### src/rtl/host_msg_pkg.sv
package host_msg_pkg;

  typedef enum logic [1:0] {
    KIND_EXIT   = 2'd0,
    KIND_CHAR   = 2'd1,
    KIND_INT_LO = 2'd2,
    KIND_INT_HI = 2'd3
  } msg_kind_e;

  typedef struct packed {
    msg_kind_e   kind;
    logic [15:0] payload;
  } host_msg_t;

  localparam int MSG_BITS = $bits(host_msg_t);

endpackage

### src/rtl/msg_queue.sv
module msg_queue #(
  parameter int WIDTH = 18,
  parameter int DEPTH = 4
) (
  input  logic             clk,
  input  logic             rst,
  input  logic             push,
  input  logic [WIDTH-1:0] push_data,
  input  logic             pop,
  output logic [WIDTH-1:0] head_data,
  output logic             not_empty,
  output logic             full
);
  localparam int AW = (DEPTH > 1) ? $clog2(DEPTH) : 1;
  localparam int CW = $clog2(DEPTH + 1);

  logic [WIDTH-1:0] store [DEPTH];
  logic [AW-1:0]    wr_ptr, rd_ptr;
  logic [CW-1:0]    count;

  function automatic logic [AW-1:0] bump(input logic [AW-1:0] p);
    return (p == AW'(DEPTH - 1)) ? '0 : p + 1'b1;
  endfunction

  always_ff @(posedge clk) begin
    if (push) store[wr_ptr] <= push_data;
  end

  always_ff @(posedge clk) begin
    if (rst) begin
      wr_ptr <= '0;
      rd_ptr <= '0;
      count  <= '0;
    end else begin
      if (push) wr_ptr <= bump(wr_ptr);
      if (pop)  rd_ptr <= bump(rd_ptr);
      case ({push, pop})
        2'b10:   count <= count + 1'b1;
        2'b01:   count <= count - 1'b1;
        default: count <= count;
      endcase
    end
  end

  assign head_data = store[rd_ptr];
  assign not_empty = (count != '0);
  assign full      = (count == CW'(DEPTH));

  AST_NO_OVERFLOW: assert property (@(posedge clk) disable iff (rst)
    push |-> !full);
  AST_NO_UNDERFLOW: assert property (@(posedge clk) disable iff (rst)
    pop |-> not_empty);
  AST_HEAD_HELD: assert property (@(posedge clk) disable iff (rst)
    (not_empty && !pop) |=> (not_empty && $stable(head_data)));

endmodule

### src/rtl/run_gate.sv
module run_gate #(
  parameter int AW = 32
) (
  input  logic          clk,
  input  logic          rst,
  input  logic          start_valid,
  input  logic [AW-1:0] start_addr,
  input  logic          exit_taken,
  output logic          run,
  output logic [AW-1:0] pc_load
);
  always_ff @(posedge clk) begin
    if (rst) begin
      run     <= 1'b0;
      pc_load <= '0;
    end else if (start_valid) begin
      run     <= 1'b1;
      pc_load <= start_addr;
    end else if (exit_taken) begin
      run     <= 1'b0;
    end
  end

  AST_START_LOADS: assert property (@(posedge clk) disable iff (rst)
    ($past(!rst) && $past(start_valid)) |-> (run && pc_load == $past(start_addr)));
  AST_HALT_STAYS: assert property (@(posedge clk) disable iff (rst)
    (!run && !start_valid) |=> !run);
  AST_EXIT_STOPS: assert property (@(posedge clk) disable iff (rst)
    (exit_taken && !start_valid) |=> !run);

endmodule

### src/rtl/msg_monitor.sv
module msg_monitor
  import host_msg_pkg::*;
(
  input  logic        clk,
  input  logic        rst,
  input  logic        clear,
  input  logic        take,
  input  host_msg_t   msg,
  output logic        char_valid,
  output logic [7:0]  char_out,
  output logic        int_valid,
  output logic [31:0] int_out,
  output logic        proto_err,
  output logic        done,
  output logic        pass
);
  logic        low_pending;
  logic [15:0] low_half;

  always_ff @(posedge clk) begin
    if (rst) begin
      char_valid  <= 1'b0;
      char_out    <= '0;
      int_valid   <= 1'b0;
      int_out     <= '0;
      proto_err   <= 1'b0;
      done        <= 1'b0;
      pass        <= 1'b0;
      low_pending <= 1'b0;
      low_half    <= '0;
    end else begin
      char_valid <= 1'b0;
      int_valid  <= 1'b0;
      proto_err  <= 1'b0;
      if (clear) begin
        done        <= 1'b0;
        pass        <= 1'b0;
        low_pending <= 1'b0;
      end
      if (take) begin
        unique case (msg.kind)
          KIND_CHAR: begin
            char_valid <= 1'b1;
            char_out   <= msg.payload[7:0];
          end
          KIND_INT_LO: begin
            low_half    <= msg.payload;
            low_pending <= 1'b1;
          end
          KIND_INT_HI: begin
            if (low_pending) begin
              int_valid   <= 1'b1;
              int_out     <= {msg.payload, low_half};
              low_pending <= 1'b0;
            end else begin
              proto_err <= 1'b1;
            end
          end
          KIND_EXIT: begin
            done <= 1'b1;
            pass <= (msg.payload == 16'd0);
          end
        endcase
      end
    end
  end

  AST_ERR_EXCLUSIVE: assert property (@(posedge clk) disable iff (rst)
    proto_err |-> !int_valid);
  AST_DONE_STICKY: assert property (@(posedge clk) disable iff (rst)
    (done && !clear) |=> done);

endmodule

### src/rtl/host_msg_link.sv
module host_msg_link
  import host_msg_pkg::*;
#(
  parameter int ADDR_W = 32,
  parameter int DATA_W = 32,
  parameter int DEPTH  = 4
) (
  input  logic              clk,
  input  logic              rst,
  input  logic              start_valid,
  input  logic [ADDR_W-1:0] start_addr,
  output logic              run,
  output logic [ADDR_W-1:0] pc_load,
  input  logic              csr_wr,
  input  logic [DATA_W-1:0] csr_wdata,
  output logic              core_busy,
  output logic              msg_valid,
  input  logic              msg_ready,
  output logic [1:0]        msg_kind,
  output logic [15:0]       msg_data,
  output logic              mon_char_valid,
  output logic [7:0]        mon_char,
  output logic              mon_int_valid,
  output logic [31:0]       mon_int,
  output logic              mon_proto_err,
  output logic              mon_done,
  output logic              mon_pass
);
  host_msg_t          in_msg, head_msg;
  logic [MSG_BITS-1:0] head_bits;
  logic               q_full, q_nonempty, accept, deliver;

  assign in_msg.kind    = msg_kind_e'(csr_wdata[17:16]);
  assign in_msg.payload = csr_wdata[15:0];

  assign accept  = csr_wr && run && !q_full;
  assign deliver = q_nonempty && msg_ready;

  msg_queue #(.WIDTH(MSG_BITS), .DEPTH(DEPTH)) u_queue (
    .clk       (clk),
    .rst       (rst),
    .push      (accept),
    .push_data (in_msg),
    .pop       (deliver),
    .head_data (head_bits),
    .not_empty (q_nonempty),
    .full      (q_full)
  );

  assign head_msg  = host_msg_t'(head_bits);
  assign msg_valid = q_nonempty;
  assign msg_kind  = head_msg.kind;
  assign msg_data  = head_msg.payload;
  assign core_busy = q_full;

  run_gate #(.AW(ADDR_W)) u_run (
    .clk         (clk),
    .rst         (rst),
    .start_valid (start_valid),
    .start_addr  (start_addr),
    .exit_taken  (accept && in_msg.kind == KIND_EXIT),
    .run         (run),
    .pc_load     (pc_load)
  );

  msg_monitor u_mon (
    .clk        (clk),
    .rst        (rst),
    .clear      (start_valid),
    .take       (deliver),
    .msg        (head_msg),
    .char_valid (mon_char_valid),
    .char_out   (mon_char),
    .int_valid  (mon_int_valid),
    .int_out    (mon_int),
    .proto_err  (mon_proto_err),
    .done       (mon_done),
    .pass       (mon_pass)
  );

  AST_HALTED_NO_PUSH: assert property (@(posedge clk) disable iff (rst)
    (!run && !msg_valid) |=> !msg_valid);

endmodule

### config.mk
export PLATFORM = sky130hd
export DESIGN_NAME = host_msg_link
export DESIGN_NICKNAME = d
export VERILOG_FILES = /design/src/rtl/host_msg_pkg.sv /design/src/rtl/msg_queue.sv /design/src/rtl/run_gate.sv /design/src/rtl/msg_monitor.sv /design/src/rtl/host_msg_link.sv
export SDC_FILE = /design/constraint.sdc
export NUM_CORES = 1
export LEC_CHECK = 0
export CAP_MARGIN = 15
export CORE_ASPECT_RATIO = 0.8
export CORE_MARGIN = 2
export CORE_UTILIZATION = 40
export CTS_CLUSTER_DIAMETER = 80
export CTS_CLUSTER_SIZE = 10
export DETAILED_ROUTE_END_ITERATION = 8
export GPL_TIMING_DRIVEN = 1
export MAX_ROUTING_LAYER = met4
export PLACE_DENSITY = 0.76
export SYNTH_ARGS = -nofsm -noshare
export SYNTH_HDL_FRONTEND = slang
export SYNTH_SLANG_ARGS = --single-unit
### constraint.sdc
create_clock -name clk -period 4.1 [get_ports clk]
set_input_delay 1.23 -clock clk [delete_from_list [all_inputs] [get_ports clk]]
set_output_delay 1.23 -clock clk [all_outputs]
set_load 0.005 [all_outputs]
## Yosys cells after proc, flatten, opt, wreduce, memory -nomap -nowiden

Memories as Yosys holds them, arrays and structs flattened. A register that Yosys moved wholly into a read port is not among the register bits.
Index checks and enable logic that the tools add are counted.
Widths: inputs -> output; s select.

- RAM bits: 72
- Register bits after elaboration: 102
- Output and inout bits: 98
- Memories: 1
- Logic and storage cells: 67

Memories:

| memory | depth | bits a word | rd ports | clocked after memory_dff | wr ports | RTL line | text |
|---|---|---|---|---|---|---|---|
| u_queue.store | 4 | 18 | 1 | 1 | 1 | msg_queue.sv:17 | `logic [WIDTH-1:0] store [DEPTH];` |

- Reduce and logical (&&, ||, !) cells: 16
- Multiplexer cells: 22
- Bitwise logic cells: 2
- Equality and inequality tests: 8
- Add/sub/neg operators: 4

Operators by type and width:

| kind | number |
|---|---|
| $logic_not 16->1 | 1 |
| $mux 1 | 16 |
| $eq 2x2->1 const B | 5 |
| $mux 2 | 4 |
| $pmux 3 s2 | 1 |
| $add 2x1->2 const B | 2 |
| $eq 2x1->1 const B | 2 |
| $logic_and 1x1->1 | 4 |
| $logic_not 2->1 | 2 |
| $reduce_and 2->1 | 2 |
| $reduce_bool 2->1 | 2 |
| $add 3x1->3 const B | 1 |
| $eq 3x3->1 const B | 1 |
| $reduce_and 3->1 | 1 |
| $reduce_bool 3->1 | 1 |
| $reduce_or 3->1 | 1 |
| $sub 3x1->3 const B | 1 |
| $not 1->1 | 2 |
| $pmux 1 s2 | 1 |
| $reduce_or 2->1 | 1 |
| $logic_not 1->1 | 1 |

## Logic depth before layout (Yosys ltp)

- Word-level depth: 6
- Gate-level depth with buffers: 10
- Gate-level depth less buffers: 9

## Modules after synthesis

Synthesis repeated with hierarchy kept, for this count alone.

- Cells, all modules: 513
- Area total of the unflattened synthesis: 6477.5 um2

By module, submodules not included:

| module | cells an instance | area an instance (um2) | times used |
|---|---|---|---|
| msg_queue | 138 | 3079.2 | 1 |
| msg_monitor | 263 | 2167.1 | 1 |
| run_gate | 108 | 1204.9 | 1 |
| host_msg_link | 4 | 26.3 | 1 |

## Worst setup path before layout

Ideal clock, no wire load.

- Path type: in2reg
- Start: in csr_wr
- End: reg u_queue.count[2]
- Stages: 9
- Arrival time: 2.732 ns
- Path buffers: 1
- Setup slack: 1.298 ns
- Path through: and3_1 > clkbuf_1 > inv_1 > ha_1 > inv_1 > fa_1 > xor2_1 > or3_1 > a21oi_1

- Longest elaborated chain between the ends: 4
- Elaborated cells between the ends (all ways): 6
- Those cells by class: 2 x eq/ne; 1 x mux; 3 x reduce/logical

Ends and longest elaborated chain:

| element | RTL line | text |
|---|---|---|
| start: declaration | host_msg_link.sv:14 | `input logic csr_wr,` |
| $logic_and 1x1->1 * (2 in a row) | host_msg_link.sv:36 | `assign accept = csr_wr && run && !q_full;` |
| $eq 2x1->1 or $eq 2x2->1 (tied branches) | msg_queue.sv:37 | `case ({push, pop})` |
| $pmux 3 s2 or $reduce_bool 2->1 (tied branches) | n/a |  |
| end signal: assignment | msg_queue.sv:38 | `2'b10: count <= count + 1'b1;` |
| end signal: assignment | msg_queue.sv:39 | `2'b01: count <= count - 1'b1;` |
| end signal: assignment | msg_queue.sv:40 | `default: count <= count;` |
| end: declaration | msg_queue.sv:19 | `logic [CW-1:0] count;` |

Every way passes the cells marked *; elsewhere a longest branch is shown, timed or not.
A chain may end at the register's enable or synchronous reset.

==> metrics <==
largest family of logic cells by synthesized area=multiplexers; post-CTS sizing=0; worst-margin pin slew=approximately 0.96 ns; worst clock skew=between 0.01 and 0.015 ns; H-tree depth=4; clk_lat worst skew=0.43 ns; CP endpoint kind=primary output; Core ar.=15700 µm²; share of cells above drive strength 1=9.01%; largest net degree at the start of global routing=81; # rows=41; Hold-fix buffers, CTS=0; # clock sinks=176; initial drt markers=278; Rel. slew slack=a little over a third; final count of negative-setup-slack endpoints=0; layout net count=about 730; routed len/inst=~17 µm; crit-path max FO=17; vias per cell=4.89; clock root cell=clkbuf_16; CP Class=reg -> out; Synthesized Nets=577; Post-Syn Area=between 6000 and 7000 µm²; Max Slew Vio Count=0; gpl congestion=between 0.7 and 0.8; die width=146 µm; CTS tree=built; Setup crit start kind=flip-flop; synth unique cells=36; average size of a mapped cell=12.8 µm²; die area=17100 µm²; LEAKAGE=a little over 0.003 µW; Port-buffer cells=152; Hold WS=0.450 ns; Pre-Repair DR Iteration Count=4; final wirelength=14800 µm; post-synthesis sequential area ratio=between 60% and 70%; vias after detailed routing=4308; Synth Area in Simple Gates=10.3%; vias in the first global route=roughly 4200; fin crit period=3.62 ns; status=completed; total CTS buffers=17; Syn Inst Count=roughly 500; Die Ht=between 100 and 150 µm; mux cell area share after synthesis=between 15 and 20%; Fmax=276 MHz; compound-gate portion of the synthesized area=around 3.5%; maximum clock insertion buffer count=2; Adder-Cell Fraction of Synth Area=1.48%; worst min path class=reg -> reg; flops & latches, synth=176; Antenna diodes=0; DRC Markers=0; FFs w/ async S/R, synth=0%; Final Cycle Share=88.2%; top_reg_cell synth=dfxtp_1; antenna violations before repair=0; CP required=~2.9 ns; gr usage total=approximately 18%; setup TNS=0 ns; GR Overflow Total=0; RSZ-0062 raised after global routing=false; IO Pins=approximately 170; Post-DRT Antenna Nets=0; xor/xnor share of the synthesized area=0.273%; PwrDens=488 nW/µm²; first-pass GRT wire length=22800 µm; Worst IR Drop VDD=293 µV; Reg clk slew, reported paths=approximately 0.070 ns; Area Overhead vs Synth=36.4%; max_cap viols=0; Initial Utilization=approximately two fifths; HPWL Detailed=10100 µm; Worst EP arrival=2.39 ns; Yosys warning count=0; count of final hold-check violations=0; number of synthesized flops with an enable pin=around 70; Setup Buffers After CTS=0
==> cell usage after synthesis, types with 2 or more instances <==
library cell / n / area [µm²]
a21oi_1: 38 / 190
and2_1: 4 / 25.0
buf_1: 2 / 7.51
buf_2: 6 / 30.0
buf_4: 2 / 15.0
clkbuf_1: 19 / 71.3
dfxtp_1: 104 / 2080
edfxtp_1: 72 / 2160
ha_1: 6 / 75.1
inv_1: 10 / 37.5
mux2i_1: 58 / 581
mux4_1: 5 / 131
mux4_2: 13 / 293
nand2_1: 68 / 255
nand4_1: 2 / 12.5
nor2_1: 67 / 251
nor3b_1: 2 / 15.0
nor4_1: 3 / 18.8
or3_1: 2 / 12.5
xor2_1: 2 / 17.5
==> cell type report <==
cell class                 count  area (µm²)
multi-input combinational    285        2000
inverter                      10        37.5
sequential                   176        4240
clock buffer                  20         479
clock inverter                12         119
fill                        1315        7000
tap                          215         269
timing repair buffer         163        1600
==> cells in the final DEF, fill, tap and decap left out, drive strengths merged <==
cell and count:
nand4 2, o21ai 2, nor3 1, buf 13, nor3b 2, nor2 67, bufinv 1, ha 6
nand3 1, or4 1, inv 15, clkbuf 20, and3 1, o41ai 1, mux2i 58, mux4 18
fa 1, and2 4, a21oi 38, or3b 1, or3 3, and4 1, clkinvlp 2, o31ai 1
dfxtp 104, clkdlybuf4s50 150, nand2 68, xor2 2, nor2b 1, clkinv 4, nor4 3, nor4b 1
a31oi 1, edfxtp 72
==> flip-flops by register name (all words and copies together) (netlist names), 2 cells and up, named ones only <==
| register | flops |
|---|---|
| u_mon.low_half | 16 |
| u_run.pc_load | 32 |
| u_queue.count | 3 |
| u_mon.int_out | 32 |
| u_queue.store | 72 |
| u_mon.char_out | 8 |
| u_queue.rd_ptr | 2 |
| u_queue.wr_ptr | 2 |
==> power breakdown <==
part | switching, µW | internal, µW | total, µW
registers | 46.4 | 1900 | 1940
clock network | 692 | 919 | 1610
logic | 340 | 371 | 711
total | 1080 | 3190 | 4270
==> layer usage <==
| layer | vias up | wire length (µm) | track usage [%] |
|---|---|---|---|
| met5 | - | 0 | - |
| met4 | 0 | 216 | 5.75 |
| met3 | 24 | 873 | 5.47 |
| met2 | 145 | 7180 | 30.1 |
| met1 | 2079 | 6520 | 21.7 |
| li1 | 2060 | - | - |
==> worst paths after layout <==
kind | start | slack [ns] | end | cells past startpoint
max | flip-flop | 0.48 | msg_data[4] | 2
min | u_mon.low_half[1] | 0.45 | u_mon.int_out[1] | 2
max reg2reg | u_queue.count[2] | 1.57 | u_queue.count[2] | 9
min reg2reg | u_mon.low_half[1] | 0.45 | u_mon.int_out[1] | 2
==> through the flow <==
step	setup WS (ns)	cells	util, %	cell area [µm²]	total power, µW
6_report	0.482	881	55.5	8750	4270
5_1_grt	0.376	881	55.5	8750	4430
4_1_cts	0.448	881	55.5	8750	4300
3_5_place_dp	0.686	849	51.8	8150	2700
3_3_place_gp	0.762	849	51.8	8150	2680
2_1_floorplan	1.30	501	-	6410	2350
==> worst max-delay path, stage by stage (launching register included) <==
cell,delay (ns)
dfxtp_1,0.87
mux4_1,0.57
clkdlybuf4s50_1,0.51
==> cells by family (layout without fill, tap and decap cells) <==
kind of cell               count (synthesis)  count (layout)
DFF                                      176             176
buffers and inverters                     40             205
and+or+nand+nor                          157             157
adders and majority gates                  7               7
muxes                                     76              76
xor gates and xnor gates                   2               2
AOI/OAI and AO/OA                         43              43
Power figures use the tool's default switching activity.
